[src/rtl/dct_pkg.sv]
// Shared definitions for the two-way data cache tag controller.
// Assumes exactly two ways; the victim selector is written for that.
package dct_pkg;
    localparam int NUM_WAYS = 2;

    typedef enum logic [1:0] {
        ST_IDLE = 2'd0,
        ST_WB   = 2'd1,
        ST_FILL = 2'd2
    } dct_state_e;
endpackage

[src/rtl/dct_tag_way.sv]
// One way of the tag store: tag, valid and modified bit per set.
// Lookup is combinational on look_index/look_tag. An install writes the tag,
// sets valid and loads the modified bit. A mark sets the modified bit at the
// lookup index. Assumes install and mark are never requested together.
module dct_tag_way #(
    parameter int IDX_W = 4,
    parameter int TAG_W = 8
) (
    input  logic             clk,
    input  logic             rst_n,
    input  logic [IDX_W-1:0] look_index,
    input  logic [TAG_W-1:0] look_tag,
    output logic             look_hit,
    output logic             look_dirty,
    output logic [TAG_W-1:0] look_tag_q,
    input  logic             inst_en,
    input  logic [IDX_W-1:0] inst_index,
    input  logic [TAG_W-1:0] inst_tag,
    input  logic             inst_dirty,
    input  logic             mark_en
);
    localparam int SETS = 1 << IDX_W;

    logic [TAG_W-1:0] tag_q [SETS];
    logic [SETS-1:0]  valid_q;
    logic [SETS-1:0]  dirty_q;

    // Line state: cleared by reset, loaded on install, modified on mark.
    always_ff @(posedge clk) begin
        if (!rst_n) begin
            valid_q <= '0;
            dirty_q <= '0;
        end else if (inst_en) begin
            valid_q[inst_index] <= 1'b1;
            dirty_q[inst_index] <= inst_dirty;
        end else if (mark_en) begin
            dirty_q[look_index] <= 1'b1;
        end
    end

    // Tag storage: only meaningful where valid, so it needs no reset.
    always_ff @(posedge clk) begin
        if (inst_en) begin
            tag_q[inst_index] <= inst_tag;
        end
    end

    // Lookup compare for the presented set.
    always_comb begin
        look_tag_q = tag_q[look_index];
        look_hit   = valid_q[look_index] && (tag_q[look_index] == look_tag);
        look_dirty = dirty_q[look_index];
    end
endmodule

[src/rtl/dct_lru.sv]
// One recency bit per set; the bit names the way to replace next.
// An update records that used_way was just touched.
module dct_lru #(
    parameter int IDX_W = 4
) (
    input  logic             clk,
    input  logic             rst_n,
    input  logic [IDX_W-1:0] rd_index,
    output logic             rd_next,
    input  logic             upd_en,
    input  logic [IDX_W-1:0] upd_index,
    input  logic             used_way
);
    localparam int SETS = 1 << IDX_W;

    logic [SETS-1:0] next_q;

    // Recency state: reset points every set at way 0.
    always_ff @(posedge clk) begin
        if (!rst_n) begin
            next_q <= '0;
        end else if (upd_en) begin
            next_q[upd_index] <= ~used_way;
        end
    end

    // Read port for the victim selector.
    assign rd_next = next_q[rd_index];
endmodule

[src/rtl/dct_victim_sel.sv]
// Picks the way to replace among unlocked ways of a two-way set.
// With both ways locked, alloc is 0 and the way output is don't-care.
module dct_victim_sel (
    input  logic [1:0] lock,
    input  logic       lru_next,
    output logic       way,
    output logic       alloc
);
    // Locks override recency; recency decides when both ways are free.
    always_comb begin
        alloc = ~(lock[0] & lock[1]);
        if (lock[0])      way = 1'b1;
        else if (lock[1]) way = 1'b0;
        else              way = lru_next;
    end
endmodule

[src/rtl/dcache_tag_ctrl.sv]
// Tag and control section of a two-way set-associative data cache.
// Virtually indexed, physically tagged; per-access write policy; per-way lock.
// Assumes one request at a time: a request is taken only while ready is 1,
// and fill_done is pulsed by the refill engine only while fill_req is high.
module dcache_tag_ctrl
    import dct_pkg::*;
#(
    parameter int IDX_W = 4,
    parameter int TAG_W = 8
) (
    input  logic             clk,
    input  logic             rst_n,
    input  logic             lock_we,
    input  logic [1:0]       lock_wdata,
    input  logic             req_valid,
    input  logic             req_write,
    input  logic             req_wt,
    input  logic [IDX_W-1:0] req_index,
    input  logic [TAG_W-1:0] req_tag,
    output logic             ready,
    output logic             resp_valid,
    output logic             resp_hit,
    output logic             resp_way,
    output logic             bus_wr,
    output logic             wb_req,
    output logic [TAG_W-1:0] wb_tag,
    output logic [IDX_W-1:0] wb_index,
    output logic             fill_req,
    output logic [TAG_W-1:0] fill_tag,
    output logic [IDX_W-1:0] fill_index,
    output logic             fill_way,
    output logic             fill_alloc,
    input  logic             fill_done
);
    dct_state_e       state_q;
    logic [1:0]       lock_q;
    logic [IDX_W-1:0] lat_index;
    logic [TAG_W-1:0] lat_tag;
    logic [TAG_W-1:0] lat_vtag;
    logic             lat_write, lat_wt, lat_way, lat_alloc;

    logic [NUM_WAYS-1:0] way_hit, way_dirty;
    logic [TAG_W-1:0]    way_tag [NUM_WAYS];
    logic                accept, any_hit, hit_way, fill_fire;
    logic                lru_next, vic_way, vic_alloc;
    logic                lru_upd, lru_way;
    logic [IDX_W-1:0]    lru_idx;

    assign accept    = req_valid && (state_q == ST_IDLE);
    assign fill_fire = (state_q == ST_FILL) && fill_done;
    assign any_hit   = |way_hit;
    assign hit_way   = way_hit[1];

    // One tag store per way; installs go to the latched victim way only.
    for (genvar w = 0; w < NUM_WAYS; w++) begin : g_way
        dct_tag_way #(.IDX_W(IDX_W), .TAG_W(TAG_W)) u_way (
            .clk        (clk),
            .rst_n      (rst_n),
            .look_index (req_index),
            .look_tag   (req_tag),
            .look_hit   (way_hit[w]),
            .look_dirty (way_dirty[w]),
            .look_tag_q (way_tag[w]),
            .inst_en    (fill_fire && lat_alloc && (lat_way == 1'(w))),
            .inst_index (lat_index),
            .inst_tag   (lat_tag),
            .inst_dirty (lat_write && !lat_wt),
            .mark_en    (accept && way_hit[w] && req_write && !req_wt)
        );
    end

    // Recency is touched by hits at accept time and by installs at fill time.
    assign lru_upd = (accept && any_hit) || (fill_fire && lat_alloc);
    assign lru_idx = accept ? req_index : lat_index;
    assign lru_way = accept ? hit_way : lat_way;

    dct_lru #(.IDX_W(IDX_W)) u_lru (
        .clk       (clk),
        .rst_n     (rst_n),
        .rd_index  (req_index),
        .rd_next   (lru_next),
        .upd_en    (lru_upd),
        .upd_index (lru_idx),
        .used_way  (lru_way)
    );

    dct_victim_sel u_vsel (
        .lock     (lock_q),
        .lru_next (lru_next),
        .way      (vic_way),
        .alloc    (vic_alloc)
    );

    // Lock register: software-programmed, deliberately untouched by reset.
    always_ff @(posedge clk) begin
        if (lock_we) begin
            lock_q <= lock_wdata;
        end
    end

    // Control sequence: lookup, optional writeback, refill, release.
    always_ff @(posedge clk) begin
        if (!rst_n) begin
            state_q    <= ST_IDLE;
            resp_valid <= 1'b0;
            resp_hit   <= 1'b0;
            resp_way   <= 1'b0;
            bus_wr     <= 1'b0;
            lat_index  <= '0;
            lat_tag    <= '0;
            lat_vtag   <= '0;
            lat_write  <= 1'b0;
            lat_wt     <= 1'b0;
            lat_way    <= 1'b0;
            lat_alloc  <= 1'b0;
        end else begin
            resp_valid <= 1'b0;
            bus_wr     <= 1'b0;
            case (state_q)
                ST_IDLE: begin
                    if (accept) begin
                        bus_wr    <= req_write && req_wt;
                        lat_index <= req_index;
                        lat_tag   <= req_tag;
                        lat_write <= req_write;
                        lat_wt    <= req_wt;
                        if (any_hit) begin
                            resp_valid <= 1'b1;
                            resp_hit   <= 1'b1;
                            resp_way   <= hit_way;
                        end else begin
                            resp_hit  <= 1'b0;
                            lat_way   <= vic_way;
                            lat_alloc <= vic_alloc;
                            lat_vtag  <= way_tag[vic_way];
                            state_q   <= (vic_alloc && way_dirty[vic_way]) ? ST_WB : ST_FILL;
                        end
                    end
                end
                ST_WB: begin
                    state_q <= ST_FILL;
                end
                ST_FILL: begin
                    if (fill_done) begin
                        state_q    <= ST_IDLE;
                        resp_valid <= 1'b1;
                        resp_hit   <= 1'b0;
                        resp_way   <= lat_way;
                    end
                end
                default: state_q <= ST_IDLE;
            endcase
        end
    end

    // Request outputs follow the state and latched miss context.
    assign ready      = (state_q == ST_IDLE);
    assign wb_req     = (state_q == ST_WB);
    assign wb_tag     = lat_vtag;
    assign wb_index   = lat_index;
    assign fill_req   = (state_q == ST_FILL);
    assign fill_tag   = lat_tag;
    assign fill_index = lat_index;
    assign fill_way   = lat_way;
    assign fill_alloc = lat_alloc;
endmodule

[config.mk]
export PLATFORM = sky130hd
export DESIGN_NAME = dcache_tag_ctrl
export DESIGN_NICKNAME = d
export VERILOG_FILES = /design/src/rtl/dct_pkg.sv /design/src/rtl/dct_tag_way.sv /design/src/rtl/dct_lru.sv /design/src/rtl/dct_victim_sel.sv /design/src/rtl/dcache_tag_ctrl.sv
export SDC_FILE = /design/constraint.sdc
export NUM_CORES = 1
export LEC_CHECK = 0
export BUFFER_PORTS_ARGS = -buffer_cell sky130_fd_sc_hd__buf_2
export CORE_MARGIN = 4
export CORE_UTILIZATION = 30
export CTS_BUF_LIST = sky130_fd_sc_hd__clkbuf_4
export CTS_CLUSTER_SIZE = 20
export DETAILED_ROUTE_END_ITERATION = 7
export PLACE_DENSITY = 0.41
export SLEW_MARGIN = 25
export SYNTH_ARGS = -nofsm -noshare
export SYNTH_HDL_FRONTEND = slang
export SYNTH_SLANG_ARGS = --single-unit
[constraint.sdc]
create_clock -name clk -period 9 [get_ports clk]
set_input_delay 0.9 -clock clk [delete_from_list [all_inputs] [get_ports clk]]
set_output_delay 0.9 -clock clk [all_outputs]
set_load 0.05 [all_outputs]
# Yosys cells after proc, flatten, opt, wreduce, memory -nomap -nowiden
# Memories as Yosys holds them, arrays and structs flattened.
# Index checks and enable logic that the tools add are counted.
[totals]
reg_bits = 112
ramBits = 256
in_bits = 21
output_inout_bits = 33
word_cells = 132
memories = 2
[op_classes]
magnitude_cmp = 8
eq_ne = 8
muxes = 52
bitwise_logic = 10
n_reduce_logical = 34
[memory_table]
columns = ["name", "words", "width", "read_ports", "rd_clocked_by_memory_dff", "wr", "line_no", "text"]
rows = [
  ["g_way[0].u_way.tag_q", 16, 8, 1, 0, 1, "dct_tag_way.sv:24", "logic [TAG_W-1:0] tag_q [SETS];"],
  ["g_way[1].u_way.tag_q", 16, 8, 1, 0, 1, "dct_tag_way.sv:24", ""],
]
[ops]
columns = ["cell", "count"]
rows = [
  ["two-way mux 16 bit", 4],
  ["OR 16 bit", 4],
  ["bitwise mux 16 bit", 3],
  ["two-way mux 1 bit", 25],
  ["two-way mux 8 bit", 3],
  ["binary-select mux 1 bit (select 4 bit)", 5],
  ["logical AND 1 bit", 20],
  ["== test 8 bit", 2],
  ["less-than comparator 4 x 5 -> 1 bit (second input constant)", 3],
  ["demux 1 bit (select 4 bit)", 3],
  [">= comparator 4 x 1 -> 1 bit (second input constant)", 3],
  ["AND reduction 3 bit", 4],
  ["two-way mux 2 bit", 4],
  ["!= test 2 x 1 -> 1 bit (second input constant)", 3],
  ["case mux 1 bit (2 select lines)", 3],
  ["case mux 2 bit (3 select lines)", 1],
  ["nonzero test 2 bit", 3],
  ["two-way mux 4 bit", 1],
  ["NOT 1 bit", 4],
  ["AND reduction 4 bit", 1],
  ["== test 2 x 1 -> 1 bit (second input constant)", 1],
  ["== test 2 bit (second input constant)", 1],
  [">= comparator 2 bit (second input constant)", 1],
  ["logical NOT 1 bit", 2],
  ["other kinds (8)", 8],
]

# Logic depth before layout (Yosys ltp)
[logic_depth]
depth_word = 11
mapped_depth = 16

# Modules after synthesis
# From an unflattened synthesis, not the netlist that was laid out.
[hier_totals]
cells_unflattened = 1051
hier_area_um2 = 15815.2
[by_module_without_submodules]
columns = ["mod", "n_inst", "cells_per_inst", "area_each_um2"]
rows = [
  ["dct_tag_way (g_way[1].u_way)", 1, 406, 6791.5],
  ["dct_tag_way (g_way[0].u_way)", 1, 411, 6729.0],
  ["dcache_tag_ctrl", 1, 154, 1440.1],
  ["dct_lru", 1, 77, 839.6],
  ["dct_victim_sel", 1, 3, 15.0],
]

# Least setup slack after synthesis
# Ideal clock, no wire load.
[synth_timing]
path_kind = "input -> register"
startpoint = "input port req_index[0]"
endpoint = "register lat_vtag[0] (netlist: wb_tag[0])"
setup_ns = 0.128
t_arrival_ns = 3.818
required_ns = 8.872
path_slack_ns = 5.055
stages = 10
n_path_buf = 4
path_cell_list = "buf_2 > buf_2 > clkbuf_1 > mux4_2 > mux4_2 > a21oi_1 > buf_2 > mux4_2 > mux2i_1 > nor2_1"
[synth_between]
elab_chain_len = 8
elab_cells_between_ends = 21
[synth_lines]
columns = ["element", "line_no", "text"]
rows = [
  ["start: declaration", "dcache_tag_ctrl.sv:18", "input logic [IDX_W-1:0] req_index,"],
  ["binary-select mux 1 bit (select 4 bit)", "dct_lru.sv:28", "assign rd_next = next_q[rd_index];"],
  ["two-way mux 1 bit (implied by the code)", "dct_lru.sv:28", ""],
  ["two-way mux 1 bit", "dct_victim_sel.sv:13", "else if (lock[1]) way = 1'b0;"],
  ["two-way mux 1 bit", "dct_victim_sel.sv:12", "if (lock[0]) way = 1'b1;"],
  ["NOT 1 -> 2 bit (implied by the code)", "dcache_tag_ctrl.sv:135", "lat_vtag <= way_tag[vic_way];"],
  ["two-way mux 8 bit (implied by the code) (3 in a row)", "dcache_tag_ctrl.sv:135", ""],
  ["end signal: assignment", "dcache_tag_ctrl.sv:135", ""],
  ["end: declaration", "dcache_tag_ctrl.sv:39", "logic [TAG_W-1:0] lat_vtag;"],
]
# Several ways; a longest one is shown, not always the timed one. The select of a mux whose other input is x is not followed.
# A chain may end at the register's enable or synchronous reset.

# Worst setup path in the final report
[layout_timing]
startpoint = "input port req_index[1]"
endpoint = "register g_way[1].u_way.dirty_q[0]"
[layout_between]
elab_chain_len = 7
elab_cells_between_ends = 17
[layout_lines]
columns = ["element", "line_no", "text"]
rows = [
  ["less-than comparator 4 x 5 -> 1 bit (implied by the code), or another cell as far along", "dct_tag_way.sv:37", "dirty_q[look_index] <= 1'b1;"],
  ["logical AND 1 bit (implied by the code), or another cell as far along", "dct_tag_way.sv:37", ""],
  ["two-way mux 1 bit (implied by the code) or logical AND 1 bit (tied branches)", "dct_tag_way.sv:37, dct_tag_way.sv:51", ""],
  ["demux 1 bit (select 4 bit) or logical AND 1 bit (tied branches)", "n/a", ""],
  ["OR 16 bit (no line) or logical AND 1 bit (tied branches)", "n/a", ""],
  ["two-way mux 16 bit or logical AND 1 bit (tied branches)", "dct_tag_way.sv:36, dcache_tag_ctrl.sv:68", ""],
  ["two-way mux 16 bit or nonzero test 2 bit (tied branches)", "n/a", ""],
  ["end signal: indexed assignment", "dct_tag_way.sv:35", "dirty_q[inst_index] <= inst_dirty;"],
  ["end: declaration", "dct_tag_way.sv:26", "logic [SETS-1:0] dirty_q;"],
]
# Several ways; a longest one is shown, not always the timed one. The select of a mux whose other input is x is not followed.

==> key figures <==
Status
  – Status: complete, no violations

Setup path
  – Worst Setup EP: g_way[1].u_way.dirty_q[0]$_SDFFE_PN0P_
  – Worst path bufs/invs: 2
  – CP Launch Point: req_index[1]
  – Worst-path cell chain: buf_6 -> buf_4 -> mux4_1 -> mux2_2 -> and2_1 -> a221oi_2 -> o2111ai_1 -> nor4_2 -> nand3_1 -> a311oi_1
  – Crit-path max FO: 39
  – Worst setup EP type: flop
  – Reg2reg start: g_way[1].u_way.tag_q[6][1]$_DFFE_PP_
  – Critical Path Max Stage Delay: 0.84 ns
  – CP Depth: 10
  – Crit path kind: in -> reg
  – Worst path slowest cell: nand3_1
  – Crit path max-delay family: simple AND/OR/NAND/NOR gates
  – Reg2reg setup slack: 5.01 ns
  – WP data arrival: 5.74 ns
  – Worst Setup Start Kind: input port
  – Worst reg2reg path depth: 8
  – Endpoint of the worst register-to-register path: g_way[1].u_way.dirty_q[0]$_SDFFE_PN0P_
  – Worst Path Required: around 9.7 ns

Global route
  – GRT Util Overall: 18.1%
  – Overflow after GRT: 0
  – First-pass GRT wire length: 75900 um
  – Initial antenna violation count: 6
  – Largest net degree at the start of global routing: 67
  – Number of global-route vias before repair: 10816

STA
  – Slew margin rel.: about a third
  – Top achievable clock speed: 199 MHz
  – RSZ-0062 raised after global routing: false
  – Final hold vios: 0
  – Setup TNS: 0 ns
  – # setup viols final: 0
  – Worst-Margin Slew: about 1.0 ns
  – Clock skew: between 0.05 and 0.06 ns
  – Slew Limit Fails: 0
  – Final Critical Period: 5.01 ns
  – Fin crit share: 55.7%

Clock tree
  – CTS buffer count: slightly above 100
  – Clk slew on worst S/H paths: 0.06 ns
  – Hold-fix buffer count after cts: 0
  – CTS Buffer Depth: 3
  – # clock sinks: 368
  – Post-CTS Setup Bufs: 0
  – Clock Root Buffer: clkbuf_4
  – CTS tree: done
  – H-tree depth: 3
  – Post-CTS sizing: 0
  – Later-pin clock latency in the skew report: 0.85 ns

Power and ir drop
  – Final total power: 3.69 mW
  – Power density cells: approximately 200 nW/um^2
  – VDD IR max: 0.0929 mV
  – Pleak: between 6 and 7 nW

Routing
  – Drt first pass iters: 5
  – Total vias in the final route: 10789
  – Via density: 5.21
  – Final WL: 52000 um
  – DRC: 0
  – Routed WL per cell: 25.1 um
  – Routed Antenna Nets: 0
  – Number of DRC markers in iteration 0: roughly 950

Floorplan
  – Die footprint: 57300 um^2
  – Die X: 239 um
  – Starting Density: 30.4%
  – Top Ports: 54
  – Core ar.: 52800 um^2
  – # rows: 84
  – Die Y-Extent: 239 um

Synthesis
  – Primary FF master, synth: edfxtp_1
  – Yosys cell types: 62
  – Post-synth ARST share: 0%
  – Register area share after synthesis: 62.0%
  – Synth Register Bits: 368
  – Mapped Area: between 15000 and 20000 um^2
  – Cells after synthesis: 1173
  – Syn. warnings: 0
  – Mapped Nets: 1194
  – Mapped Avg Cell Area: 13.7 um^2
  – Post-synth EDFFs: between 200 and 300

Final layout
  – Commonest non-fill, non-tap cells in the layout: edfxtp_1 (258), clkbuf_4 (160), nor2_1 (127)
  – FILL cells: roughly 5200
  – Cell area after layout: 18500 um^2
  – Final #Nets: 1315
  – Area of the multi-input gates: 5600 um^2
  – Finished Layout Cells: approximately 2100
  – Util after Layout: about a third
  – P&R area growth vs syn: 15.0%
  – Sequential cell area: 9950 um^2
  – Layout cells sized above 1: 27.3%
  – Most common cell after layout, fill and taps aside: edfxtp_1

Worst hold path
  – Worst Hold Launch: lock_wdata[0]
  – Hold Crit Class: in -> reg

Place
  – Post-detail-place hpwl: 32700 um
  – Placed insts: approximately 1900
  – Area after DPL: 17100 um^2
  – Port buffer count: 53
  – GPL Wtd Cong: just over 0.8

Flow run
  – Max cap viols: 0
[layer usage]
metal | share of wire [%] | global-route usage, % | routed length (um) | up-vias
met5 | 0 | 0 | 0 | -
met4 | 1.6 | 4.24 | 815 | 0
met3 | 6.6 | 4.20 | 3430 | 72
met2 | 45 | 27.9 | 23600 | 403
met1 | 46 | 26.1 | 24100 | 5485
li1 | - | - | - | 4829
[cell usage after synthesis, drive strengths merged (9+ instances only)]
cell,count,area [um^2]
a31oi,17,106
a22oi,19,143
o21a,18,135
mux2i,45,450
a311oi,18,158
clkbuf,44,165
inv,23,86.3
nor2,135,507
a2bb2oi,16,140
edfxtp,258,7750
nand2b,20,125
o21ai,31,155
dfxtp,110,2200
nand2,92,345
nor2b,10,62.6
nor3,25,125
buf,37,277
mux4,73,1710
o2bb2ai,16,140
mux2,30,338
a21oi,26,141
xnor2,9,78.8
nand3,38,190
[state kept, by name (all words and copies together) (netlist names)]
signal	count
resp_way	1
g_way.u_way.dirty_q	32
fill_tag	8
g_way.u_way.tag_q	256
g_way.u_way.valid_q	32
resp_valid	1
lat_write	1
state_q	2
resp_hit	1
lat_wt	1
lock_q	2
wb_tag	8
u_lru.next_q	16
fill_alloc	1
fill_index	4
bus_wr	1
fill_way	1
[cells by family (layout without fill, tap and decap cells)]
family / Yosys count / count (layout) / synth area share (%)
DFF: 368 / 368 / 62.0
AOI/OAI and AO/OA: 194 / 194 / 8.74
and+or+nand+nor: 344 / 344 / 9.62
xor gates and xnor gates: 14 / 14 / 0.764
muxes: 148 / 148 / 15.6
buffers and inverters: 105 / 308 / 3.34
other: 0 / 6 / 0
[through the flow]
stage / hold WS (ns) / setup slack (ns)
2_1_floorplan: 0.420 / 5.05
3_3_place_gp: 0.433 / 3.28
3_5_place_dp: 0.437 / 3.22
4_1_cts: 0.160 / 4.16
5_1_grt: 0.170 / 3.83
6_report: 0.253 / 3.99
[worst reg2reg max path, stage by stage (launching register included)]
cell	delay (ns)
edfxtp_1	0.36
mux4_1	0.49
mux2_2	0.32
and2_1	0.18
a221oi_2	0.21
o2111ai_1	0.19
nor4_2	0.79
nand3_1	0.85
a311oi_1	0.49
[power breakdown]
group / total (mW) / internal (mW) / switching (mW)
Combinational: 0.305 / 0.0923 / 0.212
Clock: 1.55 / 0.832 / 0.722
Sequential: 1.84 / 1.82 / 0.0137
[how the worst min path moves through the flow]
stage                                    end  slack, ns  cells past startpoint
4_1_cts                  lock_q[1]$_DFFE_PP_       0.16                      1
6_report                 lock_q[0]$_DFFE_PP_       0.25                      1
2_1_floorplan  u_lru.next_q[10]$_SDFFE_PN0P_       0.42                      2
3_5_place_dp   u_lru.next_q[10]$_SDFFE_PN0P_       0.44                      2
3_3_place_gp    u_lru.next_q[7]$_SDFFE_PN0P_       0.43                      2
5_1_grt                  lock_q[0]$_DFFE_PP_       0.17                      1
[cell type report]
type,count,share of cell area [%]
Multi-Input combinational cell,700,30.3
Inverter,23,0.474
Clock inverter,26,0.725
Clock buffer,160,6.51
Antenna cell,6,0.0813
Timing Repair Buffer,99,3.35
Sequential cell,368,53.9
Tap cell,688,4.66
Power figures use the tool's default switching activity.
